<file path="src/rtl/tick_timer_pkg.sv">
// Shared constants and types for the prescaled reload timer.
// Assumes a byte-wide register view of multi-byte values.
package tick_timer_pkg;
    localparam int BYTE_W = 8;

    // Decision of the run controller for one cycle.
    typedef struct packed {
        logic load;   // take the reload value and (re)start
        logic halt;   // drop the running flag
    } run_ctl_t;
endpackage

</file>
<file path="src/rtl/tmr_prescaler.sv">
// Clock divider: while running, emits a one-cycle tick every 2P+1 cycles.
// Assumes presc_i is stable while the timer runs; clr_i restarts the phase.
module tmr_prescaler #(
    parameter int PRESC_W = 12
) (
    input  logic               clk,
    input  logic               rst_n,
    input  logic               run_i,
    input  logic               clr_i,
    input  logic [PRESC_W-1:0] presc_i,
    output logic               tick_o
);
    localparam int PC_W = PRESC_W + 1;

    logic [PC_W-1:0] pcnt_q;
    logic [PC_W-1:0] limit;

    // Terminal phase is 2P, giving a period of 2P+1 cycles.
    always_comb limit = {presc_i, 1'b0};

    // Tick when the phase reaches its limit while the timer runs.
    always_comb tick_o = run_i && (pcnt_q == limit);

    // Phase counter: cleared on start/stop, wraps after each tick.
    always_ff @(posedge clk) begin
        if (!rst_n || clr_i) begin
            pcnt_q <= '0;
        end else if (run_i) begin
            pcnt_q <= tick_o ? '0 : pcnt_q + 1'b1;
        end
    end


    phase_bound_chk: assert property (@(posedge clk) disable iff (!rst_n)
        (run_i && !clr_i && $stable(presc_i) && pcnt_q <= limit) |=> (pcnt_q <= limit));
endmodule

</file>
<file path="src/rtl/tmr_run_ctrl.sv">
// Run controller: resolves start/stop/auto-start/underflow into the running
// flag. Assumes all strobes are single-cycle and synchronous to clk.
module tmr_run_ctrl
    import tick_timer_pkg::*;
(
    input  logic     clk,
    input  logic     rst_n,
    input  logic     start_now,
    input  logic     stop_now,
    input  logic     auto_start_en,
    input  logic     trigger_evt,
    input  logic     end_run_i,
    output run_ctl_t ctl_o,
    output logic     run_o
);
    logic go;
    logic run_q;

    // Merge manual and automatic start requests; stop overrides both.
    always_comb begin
        go         = start_now || (auto_start_en && trigger_evt);
        ctl_o.load = go && !stop_now;
        ctl_o.halt = stop_now || (end_run_i && !ctl_o.load);
    end

    // Running flag update.
    always_ff @(posedge clk) begin
        if (!rst_n)          run_q <= 1'b0;
        else if (ctl_o.load) run_q <= 1'b1;
        else if (ctl_o.halt) run_q <= 1'b0;
    end

    always_comb run_o = run_q;


    stop_wins_chk: assert property (@(posedge clk) disable iff (!rst_n)
        stop_now |=> !run_q);

    start_runs_chk: assert property (@(posedge clk) disable iff (!rst_n)
        (start_now && !stop_now) |=> run_q);

    auto_start_chk: assert property (@(posedge clk) disable iff (!rst_n)
        (auto_start_en && trigger_evt && !stop_now) |=> run_q);
endmodule

</file>
<file path="src/rtl/tmr_down_counter.sv">
// Down counter with reload: loads on start, decrements per tick and reports
// underflow when a tick finds it at zero. Assumes tick_i is already gated
// by run and stop.
module tmr_down_counter #(
    parameter int CNT_W = 16
) (
    input  logic             clk,
    input  logic             rst_n,
    input  logic             load_i,
    input  logic             run_i,
    input  logic             tick_i,
    input  logic             auto_reload_i,
    input  logic [CNT_W-1:0] reload_i,
    output logic [CNT_W-1:0] cnt_o,
    output logic             underflow_o
);
    logic [CNT_W-1:0] cnt_q;

    // Underflow is a tick that finds the counter empty.
    always_comb underflow_o = tick_i && (cnt_q == '0);

    // Count register: load, decrement, reload or hold.
    always_ff @(posedge clk) begin
        if (!rst_n) begin
            cnt_q <= '0;
        end else if (load_i) begin
            cnt_q <= reload_i;
        end else if (underflow_o) begin
            if (auto_reload_i) cnt_q <= reload_i;
        end else if (tick_i) begin
            cnt_q <= cnt_q - 1'b1;
        end
    end

    always_comb cnt_o = cnt_q;


    hold_chk: assert property (@(posedge clk) disable iff (!rst_n)
        (!run_i && !load_i) |=> $stable(cnt_q));

    step_chk: assert property (@(posedge clk) disable iff (!rst_n)
        (tick_i && !load_i && cnt_q != '0) |=> (cnt_q == $past(cnt_q) - 1'b1));
endmodule

</file>
<file path="src/rtl/tmr_irq_flag.sv">
// Interrupt request flag: set by underflow, cleared by host; set wins.
// Assumes irq_clr_i is a host strobe.
module tmr_irq_flag (
    input  logic clk,
    input  logic rst_n,
    input  logic set_i,
    input  logic irq_clr_i,
    output logic irq_o
);
    logic irq_q;

    // Sticky flag with set priority over clear.
    always_ff @(posedge clk) begin
        if (!rst_n)         irq_q <= 1'b0;
        else if (set_i)     irq_q <= 1'b1;
        else if (irq_clr_i) irq_q <= 1'b0;
    end

    always_comb irq_o = irq_q;


    irq_set_chk: assert property (@(posedge clk) disable iff (!rst_n)
        set_i |=> irq_q);

    irq_sticky_chk: assert property (@(posedge clk) disable iff (!rst_n)
        (irq_q && !irq_clr_i) |=> irq_q);
endmodule

</file>
<file path="src/rtl/tick_reload_timer.sv">
// Top of the prescaled reload timer: divider, run control, down counter and
// interrupt flag. Assumes host strobes are single-cycle and that reload and
// divider values are stable while they matter.
module tick_reload_timer
    import tick_timer_pkg::*;
#(
    parameter int PRESC_W = 12,
    parameter int CNT_W   = 16
) (
    input  logic                    clk,
    input  logic                    rst_n,
    input  logic                    start_now,
    input  logic                    stop_now,
    input  logic                    auto_start_en,
    input  logic                    trigger_evt,
    input  logic                    auto_reload_en,
    input  logic [PRESC_W-1:0]      presc_val,
    input  logic [CNT_W-BYTE_W-1:0] reload_hi,
    input  logic [BYTE_W-1:0]       reload_lo,
    input  logic                    irq_clr,
    output logic [CNT_W-BYTE_W-1:0] count_hi,
    output logic [BYTE_W-1:0]       count_lo,
    output logic                    running,
    output logic                    irq_flag
);
    localparam int HI_W = CNT_W - BYTE_W;

    run_ctl_t         ctl;
    logic             run;
    logic             raw_tick;
    logic             tick;
    logic             underflow;
    logic             end_run;
    logic [CNT_W-1:0] reload;
    logic [CNT_W-1:0] cnt;

    // Assemble reload value and gate ticks by a same-cycle stop.
    always_comb begin
        reload  = {reload_hi, reload_lo};
        tick    = raw_tick && !stop_now;
        end_run = underflow && !auto_reload_en;
    end

    tmr_run_ctrl u_ctrl (
        .clk           (clk),
        .rst_n         (rst_n),
        .start_now     (start_now),
        .stop_now      (stop_now),
        .auto_start_en (auto_start_en),
        .trigger_evt   (trigger_evt),
        .end_run_i     (end_run),
        .ctl_o         (ctl),
        .run_o         (run)
    );

    tmr_prescaler #(.PRESC_W(PRESC_W)) u_presc (
        .clk     (clk),
        .rst_n   (rst_n),
        .run_i   (run),
        .clr_i   (ctl.load || stop_now),
        .presc_i (presc_val),
        .tick_o  (raw_tick)
    );

    tmr_down_counter #(.CNT_W(CNT_W)) u_cnt (
        .clk           (clk),
        .rst_n         (rst_n),
        .load_i        (ctl.load),
        .run_i         (run),
        .tick_i        (tick),
        .auto_reload_i (auto_reload_en),
        .reload_i      (reload),
        .cnt_o         (cnt),
        .underflow_o   (underflow)
    );

    tmr_irq_flag u_irq (
        .clk       (clk),
        .rst_n     (rst_n),
        .set_i     (underflow),
        .irq_clr_i (irq_clr),
        .irq_o     (irq_flag)
    );

    // Byte split of the live count.
    always_comb begin
        count_hi = cnt[CNT_W-1 -: HI_W];
        count_lo = cnt[BYTE_W-1:0];
        running  = run;
    end


    underflow_stop_chk: assert property (@(posedge clk) disable iff (!rst_n)
        (underflow && !auto_reload_en && !start_now) |=> (!running && cnt == '0));

    reload_keep_chk: assert property (@(posedge clk) disable iff (!rst_n)
        (underflow && auto_reload_en && !stop_now) |=> (running && cnt == $past(reload)));
endmodule

</file>
<file path="config.mk">
export PLATFORM = sky130hd
export DESIGN_NAME = tick_reload_timer
export DESIGN_NICKNAME = d
export VERILOG_FILES = /design/src/rtl/tick_timer_pkg.sv /design/src/rtl/tmr_prescaler.sv /design/src/rtl/tmr_run_ctrl.sv /design/src/rtl/tmr_down_counter.sv /design/src/rtl/tmr_irq_flag.sv /design/src/rtl/tick_reload_timer.sv
export SDC_FILE = /design/constraint.sdc
export NUM_CORES = 1
export LEC_CHECK = 0
export ABC_CLOCK_PERIOD_IN_PS = 2500
export BUFFER_PORTS_ARGS = -buffer_cell sky130_fd_sc_hd__buf_2
export CAP_MARGIN = 20
export CORE_ASPECT_RATIO = 1.5
export CORE_MARGIN = 5
export CORE_UTILIZATION = 47
export CTS_CLUSTER_DIAMETER = 100
export DETAILED_ROUTE_END_ITERATION = 6
export PLACE_DENSITY_LB_ADDON = 0.25
export SYNTH_ARGS = -nofsm -noshare
export SYNTH_HDL_FRONTEND = slang
export SYNTH_SLANG_ARGS = --single-unit
</file>
<file path="constraint.sdc">
create_clock -name clk -period 2.5 [get_ports clk]
set_clock_uncertainty 0.1 [all_clocks]
set_input_delay 0.5 -clock clk [delete_from_list [all_inputs] [get_ports clk]]
set_output_delay 0.5 -clock clk [all_outputs]
set_load 0.02 [all_outputs]
</file>
==> results.toml, run 1 <==
[pwr]
powerDensity_nw_per_um2 = 512
peakVddDrop_v = 0.000452
p_leak_nw = 1.25

[placed_design]
place_area_um2 = 2510
gp_congestion = 0.906
hpwl_um = 4700
numPortBuffers = 53

[flow_run]
cap_viol_max_count = 0

[sta]
finalSetupViolCount = 0
drv_slew = 0
rsz0062_at_grt = "true"
timing.final.crit_share = 0.997
fmax_ghz = 0.401
tightest_slew_ps = 515
fin_crit_ps = 2490
relSlewSlack = 0.654
hold_violations = 0

[floorplan]
pin_count = 54
start_util = 0.490
core.rowCount = 28
die_x_um = 62.4
core_area_um2 = 3960
die_h_um = 88.6
dieArea_um2 = 5530

[yosys]
synth.distinct_cells = 50
synth_mux_area_frac = 0.0103
ys_warn_count = 0
ys_async_sr_fraction = 0
yosysTopAreaCell = "dfxtp_1"
synth_xor_area_frac = 0.117
synth_top_family_by_area = "simple AND/OR/NAND/NOR gates"
synth.area.top_cells = "dfxtp_1, xor2_1, nor2_1, nand2_1, a21oi_1"
postSynthAreaPerCell_um2 = 8.18
synth_top_flop_cell = "dfxtp_1"
synth_adder_area_share = 0.0194
netlist_instances = 237
ys_seq_elements = 31
yosys.area_share.simple = 0.303
synth_compound_area_frac = 0.196
synth_area_um2 = 1940
syn_nets = 276
synth_seq_area_share = 0.320
synth.top_cell.area_share = 0.320
synth_edf_count = 0

[finish]
drive_gt1_frac = 0.377
diodes = 0
postLayoutCoreUtil = 0.670
nets = 362
mostFrequentLayoutCell = "buf_2"
design_area_um2 = 2650
area_growth_syn_to_layout_pct = 36.9
nFillCells = 354
final_cell_mix = "buf_2, buf_4, dfxtp_1, nor2_1, xor2_1"

[setup_path]
cp-startpoint = "u_cnt.cnt_o[5]$_SDFFE_PN0P_"
worstPathRequired_ps = 2630
worstPathArrival_ps = 2620
rr_startpoint = "u_cnt.cnt_o[5]$_SDFFE_PN0P_"
cp_max_fo = 10
cp-start-kind = "flip-flop"
crit_type = "flip-flop to flip-flop"
worst_setup_path_end_kind = "flip-flop"

[worst_hold_path]
hold_class = "primary input to flip-flop"
worstHoldStart = "reload_lo[6]"

[clock_tree]
htreeDepth = 2
hold_buffers = 0
clockRootBuffer = "clkbuf_8"
cts_tree = "built"
cts_buffer_depth = 2
cts_sinks = 31
cts_buffers = 5
cts_setup_buffers = 0
clock_latency_ps = 280
clk_pin_slew_ps = 60

[grt]
antenna_found_initial = 0
grt_pass1_vias = 2191
grt_pass1_wl_um = 9730
overflow = 0
groute.usage.overall = 0.220
grt_max_degree = 15

[detailed_routing]
dr.first_iter.drc_count = 89
detail-route-antenna-nets = 0
first_pass_iters = 4
remaining_drc_errors = 0
wl_um = 5930
post_drt_wl_per_cell_um = 16.1
viasPerCell = 5.82
vias = 2147

[outcome]
status = "complete, no violations"
## synth_stat cells, types with 5 or more instances
cell type	n
inv_1	5
nor3_1	8
clkbuf_1	7
o21ai_0	7
dfxtp_1	31
xor2_1	24
nor4_1	5
nor2_1	25
nand2_1	23
a31oi_1	5
nand2b_1	6
nand3_1	5
a21oi_1	11
## per-layer routing
| layer | track usage | wire length, µm | vias up | share of wire |
|---|---|---|---|---|
| li1 | - | - | 1037 | - |
| met1 | 0.216 | 2200 | 1004 | 0.37 |
| met2 | 0.417 | 3150 | 82 | 0.53 |
| met3 | 0.0470 | 294 | 24 | 0.050 |
| met4 | 0.137 | 281 | 0 | 0.047 |
| met5 | 0 | 0 | - | 0 |
## through the flow
step	setup slack, ps	hold WS (ps)	total power, mW	instances	TNS, ps
2_1_floorplan	-312	382	0.738	237	-4000
3_3_place_gp	-185	385	0.903	362	-2550
3_5_place_dp	-250	390	0.909	362	-3500
4_1_cts	2.12	308	1.35	369	0
5_1_grt	-59.7	317	1.42	369	-457
6_report	7.37	316	1.36	369	0
## where the power goes
group / switching, mW / internal, mW
Combinational: 0.217 / 0.183
Clock: 0.185 / 0.251
Sequential: 0.0105 / 0.512
Total: 0.413 / 0.946
## critical path, cell delays in order (launching register included)
cell and delay (ps):
dfxtp_2 330, or4_4 530, or4_4 500, or2_4 310, o41ai_4 240, and2_4 260, a221o_2 160
## state kept, by name, summed over array words and instances (netlist names)
signal	flops
u_cnt.cnt_o	16
u_irq.irq_o	1
u_ctrl.run_o	1
u_presc.pcnt_q	13
## final cells by class
cell class | instances | area [µm²] | area share
Multi-Input combinational cell | 191 | 1320 | 0.496
Sequential cell | 31 | 626 | 0.236
Timing Repair Buffer | 89 | 536 | 0.202
Clock buffer | 8 | 100 | 0.0377
Tap cell | 45 | 56.3 | 0.0212
Inverter | 5 | 18.8 | 0.00708
## worst paths after layout
path / end / slack [ps] / depth (start not counted)
worst min-delay path: u_cnt.cnt_o[6]$_SDFFE_PN0P_ / 320 / 2
worst max-delay path: u_cnt.cnt_o[4]$_SDFFE_PN0P_ / 7 / 6
worst max register to register: u_cnt.cnt_o[4]$_SDFFE_PN0P_ / 7 / 6
worst min register to register: u_irq.irq_o$_SDFFE_PN0P_ / 400 / 2
## kinds of logic after synthesis
| group | after synthesis |
|---|---|
| muxes | 2 |
| DFF | 31 |
| xor gates and xnor gates | 26 |
| and+or+nand+nor | 110 |
| adders and majority gates | 3 |
| AOI/OAI and AO/OA | 50 |
| buffers and inverters | 15 |
## repair_timing
| action | CTS | global route |
|---|---|---|
| endpoints found under the hold margin | 0 | 0 |
| pin swaps | 8 | 5 |
| setup endpoints to repair | 18 | 15 |
| gates resized for setup | 10 | 7 |
(Power assumes the default switching activity.)
==> inputs of run 2 (changes only) <==
Settings changed: REMOVE_ABC_BUFFERS from default to 1.
==> results.toml, run 2 (synthesized netlist as in run 1, its figures left out) <==
[sta]
relSlewSlack = 0.699
timing.final.crit_share = 0.983
drv_slew = 0
tightest_slew_ps = 450
finalSetupViolCount = 0
fin_crit_ps = 2460
rsz0062_at_grt = "true"
fmax_ghz = 0.407
setup_ws_ps = 42.1
hold_violations = 0

[clock_tree]
cts_sinks = 31
cts_tree = "built"
cts_buffer_depth = 2
clockRootBuffer = "clkbuf_8"
htreeDepth = 2
hold_buffers = 0
clk_pin_slew_ps = 60
cts_buffers = 5
clock_latency_ps = 280

[setup_path]
rr_startpoint = "u_cnt.cnt_o[4]$_SDFFE_PN0P_"
crit_end = "u_cnt.cnt_o[3]$_SDFFE_PN0P_"
cp_num_cells = 7
path_cells = "or4_4 -> or4_4 -> or2_4 -> o41ai_4 -> and2_4 -> buf_4 -> a221o_1"
crit_type = "flip-flop to flip-flop"
worst_setup_path_end_kind = "flip-flop"
critPathMaxStageDelay_ps = 530
critPathTopFamily = "simple AND/OR/NAND/NOR gates"
r2r_end = "u_cnt.cnt_o[3]$_SDFFE_PN0P_"
ff2ff_setup_slack_ps = 40
slowest_stage = "or4_4"
worstPathRequired_ps = 2620
cp-startpoint = "u_cnt.cnt_o[4]$_SDFFE_PN0P_"
critPathBufInv = 1
worstPathArrival_ps = 2580
crit_path_frequent_cell = "or4_4"
cp_max_fo = 5
r2r_cells = 7
cp-start-kind = "flip-flop"

[flow_run]
cap_viol_max_count = 0

[detailed_routing]
post_drt_wl_per_cell_um = 15.7
vias = 2108
detail-route-antenna-nets = 0
dr.first_iter.drc_count = 110
first_pass_iters = 4
viasPerCell = 5.73
wl_um = 5770
remaining_drc_errors = 0

[finish]
postLayoutCoreUtil = 0.666
area_growth_syn_to_layout_pct = 36.0
mostFrequentLayoutCell = "buf_2"
drive_gt1_frac = 0.365
final_cell_mix = "buf_2, buf_4, dfxtp_1, nor2_1, xor2_1"
nFillCells = 358
largest_register_ffs = 16
nets = 362
diodes = 0

[floorplan]
start_util = 0.490
dieArea_um2 = 5530
core_area_um2 = 3960
die_x_um = 62.4
pin_count = 54
die_h_um = 88.6
core.rowCount = 28

[grt]
grtUsageMet1 = 0.211
antenna_found_initial = 0
groute.usage.overall = 0.213
grt_pass1_wl_um = 9580
overflow = 0
grt_pass1_vias = 2147
grt_max_degree = 15
grt_util_met2 = 0.403
grt.busiest_layer = "met2"
use_met3 = 0.0470

[worst_hold_path]
min_path_cells = 2
hold_class = "primary input to flip-flop"

[pwr]
p_leak_nw = 1.24
total_power_mw = 1.32
peakVddDrop_v = 0.000440
powerDensity_nw_per_um2 = 500

[placed_design]
gp_congestion = 0.901
hpwl_um = 4560
dpl_worst_slack_ps = -177
numPortBuffers = 53

[outcome]
status = "complete, no violations"
## run 2: layout make-up
type | instances | area [µm²] | share of cell area
Sequential cell | 31 | 621 | 0.236
Clock inverter | 1 | 5.00 | 0.00190
Timing Repair Buffer | 89 | 539 | 0.205
Inverter | 5 | 18.8 | 0.00712
Tap cell | 45 | 56.3 | 0.0214
Clock buffer | 6 | 82.6 | 0.0313
Multi-Input combinational cell | 191 | 1310 | 0.498
## run 2: how the worst min path moves through the flow
stage	from	endpoint	slack, ps
finish	reload_lo[6]	u_cnt.cnt_o[6]$_SDFFE_PN0P_	310
global placement	u_irq.irq_o$_SDFFE_PN0P_	u_irq.irq_o$_SDFFE_PN0P_	360
CTS	reload_lo[6]	u_cnt.cnt_o[6]$_SDFFE_PN0P_	310
global route	reload_lo[6]	u_cnt.cnt_o[6]$_SDFFE_PN0P_	320
floorplan	u_presc.pcnt_q[1]$_SDFFE_PP0P_	u_presc.pcnt_q[1]$_SDFFE_PP0P_	380
detailed placement	u_irq.irq_o$_SDFFE_PN0P_	u_irq.irq_o$_SDFFE_PN0P_	370
## run 2: worst reg2reg max path, stage by stage (launching register included)
cell     delay, ps
dfxtp_1        310
or4_4          530
or4_4          490
or2_4          280
o41ai_4        230
and2_4         200
buf_4          120
a221o_1        140
## run 2: what timing repair did
item,CTS,global route
setup endpoints to repair,18,17
cloned,0,0
pin swaps,5,4
gates resized for setup,8,10
buffers inserted,0,1
## run 2: per-layer routing
layer	vias up	part of all wire
met5	-	0
met4	0	0.048
met3	22	0.050
met2	78	0.53
met1	976	0.38
li1	1032	-
## run 2: through the flow
step | cell area [µm²] | TNS, ps | hold slack (ps) | std cells
after floorplan | 1890 | -5640 | 383 | 227
after global placement | 2470 | -1850 | 362 | 360
after detailed placement | 2470 | -2520 | 372 | 360
after CTS | 2590 | 0 | 310 | 367
after global routing | 2640 | -193 | 319 | 368
final | 2640 | 0 | 315 | 368
## run 2: where the power goes
part           switching [mW]  internal (mW)
Clock                   0.176          0.215
Sequential             0.0106          0.512
Combinational           0.215          0.189
Total                   0.401          0.916
==> inputs of run 3 (changes only) <==
Settings changed: CORE_ASPECT_RATIO 1.5 to default, REMOVE_ABC_BUFFERS 1 to default.
==> results.toml, run 3 (synthesized netlist as in run 1, its figures left out) <==
[setup_path]
cp_max_fo = 6
critPathBufInv = 0
worst_setup_path_end_kind = "flip-flop"
crit_path_frequent_cell = "or4_4"
path_cells = "or4_4 -> or4_4 -> or2_4 -> o41ai_4 -> and2_4 -> a221o_1"
critPathTopFamily = "simple AND/OR/NAND/NOR gates"
cp-start-kind = "flip-flop"
worstPathArrival_ps = 2630
critPathMaxStageDelay_ps = 510
crit_type = "flip-flop to flip-flop"
worstPathRequired_ps = 2620
slowest_stage = "or4_4"

[outcome]
violations = "negative setup slack"
status = "complete, but fails checks"

[clock_tree]
clk_pin_slew_ps = 70
hold_buffers = 0
cts_buffer_depth = 2
cts_buffers = 5
cts_tree = "built"
htreeDepth = 2
clockRootBuffer = "clkbuf_8"
cts_sinks = 31
clock_latency_ps = 290

[floorplan]
pin_count = 54
core_area_um2 = 4000
dieArea_um2 = 5510
core.rowCount = 23
die_h_um = 74.2
die_x_um = 74.2
start_util = 0.485

[grt]
grt_pass1_vias = 2073
antenna_found_initial = 0
grt_max_degree = 15
overflow = 0
groute.usage.overall = 0.213
grt_pass1_wl_um = 9100

[finish]
mostFrequentLayoutCell = "buf_2"
final_cell_mix = "buf_2, buf_4, dfxtp_1, nor2_1, xor2_1"
area_growth_syn_to_layout_pct = 36.3
final_cells = 371
multi_input_area_um2 = 1340
drive_gt1_frac = 0.380
largest_register_ffs = 16
postLayoutCoreUtil = 0.661
nFillCells = 347
ff_latch_area_um2 = 626
diodes = 0
nets = 360

[detailed_routing]
vias = 2065
wl_um = 5500
post_drt_wl_per_cell_um = 14.8
first_pass_iters = 4
wl_met3_um = 305
dr.first_iter.drc_count = 76
detail-route-antenna-nets = 0
route.met2.wl_um = 2760
maxUsedRoutingLayer = "met4"
viasPerCell = 5.57
remaining_drc_errors = 0
met1Wirelength_um = 2290

[placed_design]
dpl_worst_slack_ps = -246
gp_congestion = 0.904
dp_cells = 364
hpwl_um = 4260
numPortBuffers = 53

[pwr]
peakVddDrop_v = 0.000317
powerDensity_nw_per_um2 = 500
p_leak_nw = 1.24

[sta]
setup_tns_ps = -27.9
fin_crit_ps = 2510
timing.final.crit_share = 1.00
hold_violations = 0
finalSetupViolCount = 4
tightest_slew_ps = 580
relSlewSlack = 0.610
rsz0062_at_grt = "true"
holdWs_ps = 322
drv_slew = 0
setup_ws_ps = -9.98
fmax_ghz = 0.398

[flow_run]
cap_viol_max_count = 0

[worst_hold_path]
hold_class = "primary input to flip-flop"
-- run 3: metrics by stage --
step / total power, mW / instance area (µm²)
after floorplan: 0.738 / 1940
after global placement: 0.897 / 2490
after detailed placement: 0.900 / 2490
after CTS: 1.31 / 2590
after global routing: 1.39 / 2640
final: 1.32 / 2640
-- run 3: final timing paths --
check	startpoint	cells after the start	end	slack [ps]
worst max-delay path	u_cnt.cnt_o[4]$_SDFFE_PN0P_	6	u_cnt.cnt_o[3]$_SDFFE_PN0P_	-10
worst min-delay path	reload_hi[5]	2	u_cnt.cnt_o[13]$_SDFFE_PN0P_	320
worst max register to register	u_cnt.cnt_o[4]$_SDFFE_PN0P_	6	u_cnt.cnt_o[3]$_SDFFE_PN0P_	-10
worst min register to register	u_irq.irq_o$_SDFFE_PN0P_	2	u_irq.irq_o$_SDFFE_PN0P_	380
-- run 3: area by class of cell --
class,instances,share of cell area
repair buffers,86,0.194
clock inverters,1,0.00189
multi-input cells,192,0.505
clock buffers,6,0.0313
well taps,50,0.0237
flip-flops and latches,31,0.237
inverters,5,0.00710
-- run 3: timing repair --
action,in CTS,in global routing
pin swaps,7,14
buffers inserted,0,0
cloned,1,0
resized for setup,8,11
setup endpoints to repair,18,17
-- run 3: per-layer routing --
metal  up-vias  GRT usage
met1       946      0.256
met3        14     0.0311
met4         0     0.0988
met2        68      0.374
met5         -          0
li1       1037          -
-- run 3: power by group --
part / internal (mW) / switching, mW / total, mW / leakage (nW)
sequential: 0.512 / 0.0116 / 0.523 / 0.253
combinational: 0.186 / 0.213 / 0.400 / 0.935
clock: 0.216 / 0.182 / 0.398 / 0.0470
